==> src/rtl/poh_ins_pkg.sv <==
package poh_ins_pkg;
    typedef enum logic {
        PH_LO = 1'b0,
        PH_HI = 1'b1
    } sclk_phase_e;
endpackage

==> src/rtl/poh_sclk_fsm.sv <==
module poh_sclk_fsm
    import poh_ins_pkg::*;
(
    input  logic clk,
    input  logic rst_n,
    output logic sclk_o,
    output logic sample_o
);
    sclk_phase_e state_q, state_d;

    always_ff @(posedge clk or negedge rst_n) begin
        if (!rst_n) state_q <= PH_LO;
        else        state_q <= state_d;
    end

    always_comb begin
        state_d  = state_q;
        sclk_o   = 1'b0;
        sample_o = 1'b0;
        unique case (state_q)
            PH_LO: begin
                state_d  = PH_HI;
                sample_o = 1'b1;
            end
            PH_HI: begin
                state_d  = PH_LO;
                sclk_o   = 1'b1;
            end
        endcase
    end


    sclk_rise_after_sample_chk: assert property (@(posedge clk) disable iff (!rst_n)
        sample_o |=> sclk_o);

    sclk_falls_after_high_chk: assert property (@(posedge clk) disable iff (!rst_n)
        sclk_o |=> !sclk_o);
endmodule

==> src/rtl/poh_seq_cnt.sv <==
module poh_seq_cnt #(
    parameter  int N_BYTES = 12,
    parameter  int BYTE_W  = 8,
    localparam int IDX_W   = $clog2(N_BYTES),
    localparam int BIT_W   = $clog2(BYTE_W)
) (
    input  logic             clk,
    input  logic             rst_n,
    input  logic             sample_i,
    output logic [IDX_W-1:0] idx_o,
    output logic             last_bit_o,
    output logic             first_bit_o
);
    localparam logic [BIT_W-1:0] TOP_BIT  = BIT_W'(BYTE_W - 1);
    localparam logic [IDX_W-1:0] LAST_IDX = IDX_W'(N_BYTES - 1);

    logic [BIT_W-1:0] bit_q;
    logic [IDX_W-1:0] idx_q;

    always_ff @(posedge clk or negedge rst_n) begin
        if (!rst_n) begin
            bit_q <= TOP_BIT;
            idx_q <= '0;
        end else if (sample_i) begin
            if (bit_q == '0) begin
                bit_q <= TOP_BIT;
                idx_q <= (idx_q == LAST_IDX) ? '0 : idx_q + IDX_W'(1);
            end else begin
                bit_q <= bit_q - BIT_W'(1);
            end
        end
    end

    assign idx_o       = idx_q;
    assign last_bit_o  = (bit_q == '0);
    assign first_bit_o = (bit_q == TOP_BIT) && (idx_q == '0);


    idx_in_range_chk: assert property (@(posedge clk) disable iff (!rst_n)
        idx_q <= LAST_IDX);

    wrap_to_z6_chk: assert property (@(posedge clk) disable iff (!rst_n)
        (sample_i && last_bit_o && idx_q == LAST_IDX) |=> first_bit_o);

    mark_drops_chk: assert property (@(posedge clk) disable iff (!rst_n)
        (sample_i && first_bit_o) |=> !first_bit_o);
endmodule

==> src/rtl/poh_byte_asm.sv <==
module poh_byte_asm #(
    parameter  int N_BYTES = 12,
    parameter  int BYTE_W  = 8,
    localparam int IDX_W   = $clog2(N_BYTES)
) (
    input  logic              clk,
    input  logic              rst_n,
    input  logic              sample_i,
    input  logic              last_bit_i,
    input  logic              first_bit_i,
    input  logic [IDX_W-1:0]  idx_i,
    input  logic              ser_i,
    input  logic              ins_en_i,
    input  logic [BYTE_W-1:0] int_byte_i,
    output logic [BYTE_W-1:0] byte_o,
    output logic [IDX_W-1:0]  idx_o,
    output logic              valid_o
);
    logic [BYTE_W-1:0] shreg_q;
    logic [BYTE_W-1:0] shifted;
    logic              ext_q;

    assign shifted = {shreg_q[BYTE_W-2:0], ser_i};

    always_ff @(posedge clk or negedge rst_n) begin
        if (!rst_n) begin
            shreg_q <= '0;
            ext_q   <= 1'b0;
            byte_o  <= '0;
            idx_o   <= '0;
            valid_o <= 1'b0;
        end else begin
            valid_o <= sample_i && last_bit_i;
            if (sample_i) begin
                shreg_q <= shifted;
                if (first_bit_i) ext_q <= ins_en_i;
                if (last_bit_i) begin
                    byte_o <= ext_q ? shifted : int_byte_i;
                    idx_o  <= idx_i;
                end
            end
        end
    end


    mode_hold_chk: assert property (@(posedge clk) disable iff (!rst_n)
        !(sample_i && first_bit_i) |=> $stable(ext_q));

    valid_single_chk: assert property (@(posedge clk) disable iff (!rst_n)
        valid_o |=> !valid_o);

    valid_holds_byte_chk: assert property (@(posedge clk) disable iff (!rst_n)
        valid_o |=> $stable(byte_o) && $stable(idx_o));
endmodule

==> src/rtl/poh_serial_insert.sv <==
module poh_serial_insert #(
    parameter  int N_BYTES = 12,
    parameter  int BYTE_W  = 8,
    localparam int IDX_W   = $clog2(N_BYTES)
) (
    input  logic              clk,
    input  logic              rst_n,
    input  logic              ins_en_i,
    input  logic              ser_data_i,
    input  logic [BYTE_W-1:0] int_byte_i,
    output logic              ser_clk_o,
    output logic              frame_mark_o,
    output logic [BYTE_W-1:0] poh_byte_o,
    output logic [IDX_W-1:0]  poh_idx_o,
    output logic              poh_valid_o
);
    logic             sample;
    logic [IDX_W-1:0] cur_idx;
    logic             last_bit;
    logic             first_bit;

    poh_sclk_fsm u_sclk (
        .clk      (clk),
        .rst_n    (rst_n),
        .sclk_o   (ser_clk_o),
        .sample_o (sample)
    );

    poh_seq_cnt #(.N_BYTES(N_BYTES), .BYTE_W(BYTE_W)) u_cnt (
        .clk         (clk),
        .rst_n       (rst_n),
        .sample_i    (sample),
        .idx_o       (cur_idx),
        .last_bit_o  (last_bit),
        .first_bit_o (first_bit)
    );

    poh_byte_asm #(.N_BYTES(N_BYTES), .BYTE_W(BYTE_W)) u_asm (
        .clk         (clk),
        .rst_n       (rst_n),
        .sample_i    (sample),
        .last_bit_i  (last_bit),
        .first_bit_i (first_bit),
        .idx_i       (cur_idx),
        .ser_i       (ser_data_i),
        .ins_en_i    (ins_en_i),
        .int_byte_i  (int_byte_i),
        .byte_o      (poh_byte_o),
        .idx_o       (poh_idx_o),
        .valid_o     (poh_valid_o)
    );

    assign frame_mark_o = first_bit;


    valid_in_high_phase_chk: assert property (@(posedge clk) disable iff (!rst_n)
        poh_valid_o |-> ser_clk_o);

    mark_with_c1_chk: assert property (@(posedge clk) disable iff (!rst_n)
        (poh_valid_o && frame_mark_o) |-> (poh_idx_o == IDX_W'(N_BYTES - 1)));
endmodule

==> config.mk <==
export PLATFORM = sky130hd
export DESIGN_NAME = poh_serial_insert
export DESIGN_NICKNAME = d
export VERILOG_FILES = /design/src/rtl/poh_ins_pkg.sv /design/src/rtl/poh_sclk_fsm.sv /design/src/rtl/poh_seq_cnt.sv /design/src/rtl/poh_byte_asm.sv /design/src/rtl/poh_serial_insert.sv
export SDC_FILE = /design/constraint.sdc
export NUM_CORES = 1
export LEC_CHECK = 0
export ABC_AREA = 1
export BUFFER_PORTS_ARGS = -buffer_cell sky130_fd_sc_hd__buf_2
export CORE_MARGIN = 4
export CORE_UTILIZATION = 35
export DETAILED_ROUTE_END_ITERATION = 8
export SETUP_SLACK_MARGIN = 0.02
export SYNTH_ARGS = -nofsm -noshare
export SYNTH_HDL_FRONTEND = slang
export SYNTH_SLANG_ARGS = --single-unit
==> constraint.sdc <==
create_clock -name clk -period 1.5 [get_ports clk]
set_input_delay 0.3 -clock clk [delete_from_list [all_inputs] [get_ports clk]]
set_output_delay 0.3 -clock clk [all_outputs]
set_load 0.05 [all_outputs]
---- Yosys cells after proc, flatten, opt, wreduce, memory -nomap -nowiden ----
Index checks and enable logic that the tools add are counted.
Widths: inputs -> output; s select.
storage, ports and cells
  flip-flop bits (word level) ............. 29
  bits of input ports ..................... 12
  output and inout port bits .............. 15
  logic and storage cells ................. 25
cells by class
  add/sub/neg operators ................... 2
  equal/unequal tests ..................... 2
  muxes and demuxes ....................... 6
  bitwise operators ....................... 1
  reductions and logical operators ........ 6
operators with widths
  kind                 number
  $mux 8               1
  $add 4x1->4 const B  1
  $eq 4x4->1 const B   1
  $logic_not 4->1      1
  $mux 4               1
  $reduce_and 2->1     2
  $eq 3x3->1 const B   1
  $logic_not 3->1      1
  $mux 3               1
  $sub 3x1->3 const B  1
  $logic_and 1x1->1    2
  $mux 1               2
  $pmux 1 s2           1
  $not 1->1            1

---- Longest topological paths before layout ----
  depth after elaboration ................. 3
  mapped depth ............................ 7
  gate-level depth less buffers ........... 7

---- Modules after synthesis ----
Synthesis repeated with hierarchy kept, for this count alone.
second synthesis, totals
  cells, all modules ...................... 159
  area total of the unflattened synthesis .. 1,328.8 um^2
modules (own cells, without submodules)
  module        instances  cells an instance  area each (um^2)  sequential area each (um^2)
  poh_byte_asm  1          109                882.1             525.5
  poh_seq_cnt   1          48                 417.9             178.9
  poh_sclk_fsm  1          2                  28.8              25.0

---- Worst setup path before layout ----
No wires, ideal clock.
  path type ............................... reg-to-reg
  start point ............................. register u_cnt.bit_q[0]
  end point ............................... register u_asm.ext_q
  library setup time ...................... 0.118 ns
  data arrival time ....................... 1.635 ns
  data required time ...................... 1.382 ns
  path slack .............................. -0.253 ns
  stages on the path, launching flop included .. 7
  buffers on the path ..................... 0
  period minus slack after synthesis ...... 1.753 ns
  cell sequence ........................... dfstp_2 ha_1 nand2_1 nor2_1 nand2_1 nand2_1 nand2_1
between the ends
  word-level cells in the longest chain between the ends .. 3
ends and longest elaborated chain
  item                        RTL line                 source
  start, declared             poh_seq_cnt.sv:17        logic [BIT_W-1:0] bit_q;
  start signal, assigned      poh_seq_cnt.sv:29        bit_q <= bit_q - BIT_W'(1);
  $eq 3x3->1                  poh_seq_cnt.sv:36        assign first_bit_o = (bit_q == TOP_BIT) && (idx_q == '0);
  $logic_and 1x1->1           poh_seq_cnt.sv:36
  via frame_mark_o            poh_serial_insert.sv:12  output logic frame_mark_o,
  $reduce_and 2->1 (no line)  n/a
  end signal, assigned        poh_byte_asm.sv:36       if (first_bit_i) ext_q <= ins_en_i;
  end, declared               poh_byte_asm.sv:21       logic ext_q;
The timed path passes the listed nets, and every way through them passes these cells.
A chain may end at the register's enable or synchronous reset.

---- Worst setup path in the final report ----
  start point ............................. register u_cnt.bit_q[1]
  end point ............................... output frame_mark_o
between the ends
  word-level cells in the longest chain between the ends .. 2
ends and longest elaborated chain
  item               RTL line
  $eq 3x3->1         poh_seq_cnt.sv:36
  $logic_and 1x1->1  poh_seq_cnt.sv:36
  end, declared      poh_serial_insert.sv:12
No other way between the ends.

==> impl_metrics.yaml <==
outcome:
  outcome: "finished with violations"
  violations: "negative setup slack"
route:
  detail-route-antenna-nets: 0
  remaining_drc_errors: 0
  drt_first_pass_iters: 4
  wirelength_um: 2713
  via_per_inst: 4.630
  wl_per_cell_um: 11.95
  first_iter_violations: 58
  via_count: 1051
timing:
  finalSetupViolCount: 1
  fin_crit_ns: 1.579
  setup_ws_ns: -0.07919
  worst_pin_slew_ns: 0.6264
  rsz0062_at_grt: "yes"
  hold_violations: 0
  fmax_ghz: 0.6332
  finalClockSkew_ns: 0.003386
  relSlewSlack: 0.5824
  finalSetupTns_ns: -0.07919
  finalMaxSlewViolations: 0
  finalCritPeriodShare: 1.053
yosys:
  yosys_warnings: 0
  syn-cell-area_um2: 1314
  synth_cells: 146
  synth_top_area_frac: 0.4952
  synth_edf_count: 0
  synth-async-reset-ratio: 1.000
  yosys-top-cells-area: "dfrtp_1 50%, nand2_1 12%, o21ai_0 9.5%"
  synth.avg_cell_area_um2: 8.998
  ys_top_cells_by_count: "42 x nand2_1, 26 x dfrtp_1, 25 x o21ai_0, 16 x inv_1, 6 x nand3_1"
  yosysMostFrequentCell: "nand2_1"
  ys_seq_area_frac: 0.5552
  yosysUniqueCellTypes: 18
  synth_top_area_cell: "dfrtp_1"
  ys_ff_latch: 29
  synthFlopType: "dfrtp_1"
  syn-num-nets: 163
worst_hold_path:
  hold_path_class: "in2async"
floorplanning:
  start_util: 0.3788
  dieArea_um2: 4798
  core_area_um2: 3468
  rows: 21
  ios: 27
  dieHeight_um: 69.27
  die_w_um: 69.27
power_and_ir_drop:
  pwr-share-seq: 0.534
  internal_power_w: 0.001155
  power_density_nw_per_um2: 928.1
  swShare: 0.2427
  p_leak_nw: 0.8557
  combPwrFrac: 0.073
  switching_power_w: 0.0003700
  p_clk_frac: 0.393
  irDropWorstVdd_mv: 0.5701
worst_setup_path:
  r2r-end: "u_cnt.idx_o[2]"
  reg2reg_from: "u_cnt.bit_q[0]"
  cp_max_fo: 3
  path_class: "reg2out"
  endpoint_kind: "output pin"
  reg2reg_depth: 8
  start_kind: "flop"
  worst-r2r-setup-slack_ns: 0.11
  worst_ep_arrival_time_ns: 1.28
  path_cells: "ha_4 > nand2_2 > nor2_4 > buf_6"
  slowest_stage: "dfstp_2"
  cp.required_ns: 1.20
  slowest_delay_ns: 0.56
layout:
  fin_util: 0.4737
  antennaDiodeCount: 0
  nets: 197
  drive_gt1_frac: 0.2928
  area_growth_pct: 25.05
clock_tree:
  cts_hold_buf: 0
  clockBufferDepth: 2
  clock_latency_ns: 0.28
  clock-root-buffer: "clkbuf_8"
  clk_pin_slew_ns: 0.06
  cts_tree: "built"
  clock-sinks: 29
  cts-buffers-inserted: 5
  h-tree-depth: 2
global_routing:
  grt_usage: 0.1199
  grt_pass1_wl_um: 4574
  antenna_found_initial: 0
  grt_max_degree: 30
  grt-ovfl-total: 0
  grt_pass1_vias: 978
placement:
  place_hpwl_um: 1844
  place.gp.congestion: 0.7427
  numPortBuffers: 26
flow_run:
  maxCapViolCount: 0
-- registers in the layout, summed over array words and instances, names as in the netlist --
name	count
u_asm.shreg_q	7
u_sclk.state_q	1
u_cnt.bit_q	3
u_asm.idx_o	4
u_asm.ext_q	1
u_asm.valid_o	1
u_cnt.idx_o	4
u_asm.byte_o	8
-- critical path: cells and delay by family, from the launching register on --
family	cells	cell delay [ns]
flip-flops	1	0.56
buffers and inverters	1	0.16
AND/OR/NAND/NOR	2	0.15
adder cells (fa/ha/maj)	1	0.13
-- power groups by stage --
stage	logic (W)	registers (W)	clock network (W)
3_3_place_gp	0.000112	0.000826	0
5_1_grt	0.000127	0.000816	0.000657
2_1_floorplan	0.0000255	0.000866	0
3_5_place_dp	0.000113	0.000828	0
4_1_cts	0.000115	0.000814	0.000620
6_report	0.000112	0.000814	0.000599
-- cell usage in the layout (no fill, tap or decap) --
cell / n
nor2_4: 2
nand4_1: 2
o211ai_1: 1
nor2_1: 3
inv_2: 3
dfstp_2: 3
clkbuf_8: 5
a21oi_1: 1
nand3_4: 2
clkinv_2: 2
nand2_2: 1
buf_2: 25
nand3_1: 6
inv_1: 14
buf_6: 1
buf_4: 6
nand2_1: 41
o21ai_1: 12
dfrtp_1: 26
ha_4: 2
nor2_2: 1
clkbuf_1: 1
ha_1: 3
o21ai_0: 18
-- stage by stage --
step | cell area (um^2) | cells | total power (W) | hold WS, ns | setup slack, ns
5_1_grt | 1643 | 227 | 0.001600 | 0.07345 | -0.1464
6_report | 1643 | 227 | 0.001525 | 0.03727 | -0.07919
4_1_cts | 1595 | 224 | 0.001548 | 0.05924 | -0.09334
2_1_floorplan | 1321 | 146 | 0.0008915 | 0.004409 | 0.1623
3_5_place_dp | 1476 | 214 | 0.0009406 | 0.3610 | 0.06693
3_3_place_gp | 1476 | 214 | 0.0009383 | 0.3570 | 0.07192
-- kinds of logic after synthesis --
logic type / after synthesis / share of synthesized area
buffers and inverters: 23 / 0.08476
adder cells (fa/ha/maj): 5 / 0.04762
AO/OA/AOI/OAI: 32 / 0.1238
AND/OR/NAND/NOR: 57 / 0.1886
flip-flops: 29 / 0.5552
-- worst max-delay path by stage --
stage,end,from
global route,frame_mark_o,u_cnt.idx_o[1]
global placement,frame_mark_o,u_cnt.bit_q[0]
CTS,frame_mark_o,u_cnt.bit_q[1]
finish,frame_mark_o,u_cnt.bit_q[1]
floorplan,frame_mark_o,u_cnt.bit_q[0]
detailed placement,frame_mark_o,u_cnt.bit_q[0]
-- cell type report --
type                    count  area [um^2]
inverters                  17        63.81
well taps                  46        57.56
fillers                   352         1826
flip-flops and latches     29        729.5
clock buffers               6        72.57
repair buffers             32        181.4
multi-input cells          95        528.0
clock inverters             2        10.01
-- routing by layer --
| metal | up-vias | GRT usage | part of all wire |
|---|---|---|---|
| met3 | 4 | 0.06232 | 0.070 |
| li1 | 536 | - | - |
| met4 | 0 | 0.05640 | 0.015 |
| met5 | - | 0 | 0 |
| met2 | 23 | 0.1822 | 0.48 |
| met1 | 488 | 0.1388 | 0.44 |
-- repair_timing --
action,in CTS,in global routing
pin swaps,2,2
endpoints found under the hold margin,0,0
endpoints found under the setup margin,1,19
setup buffers,2,2
cloned,0,1
resized for setup,12,6
No activity file was read; power rests on OpenSTA's default activity.
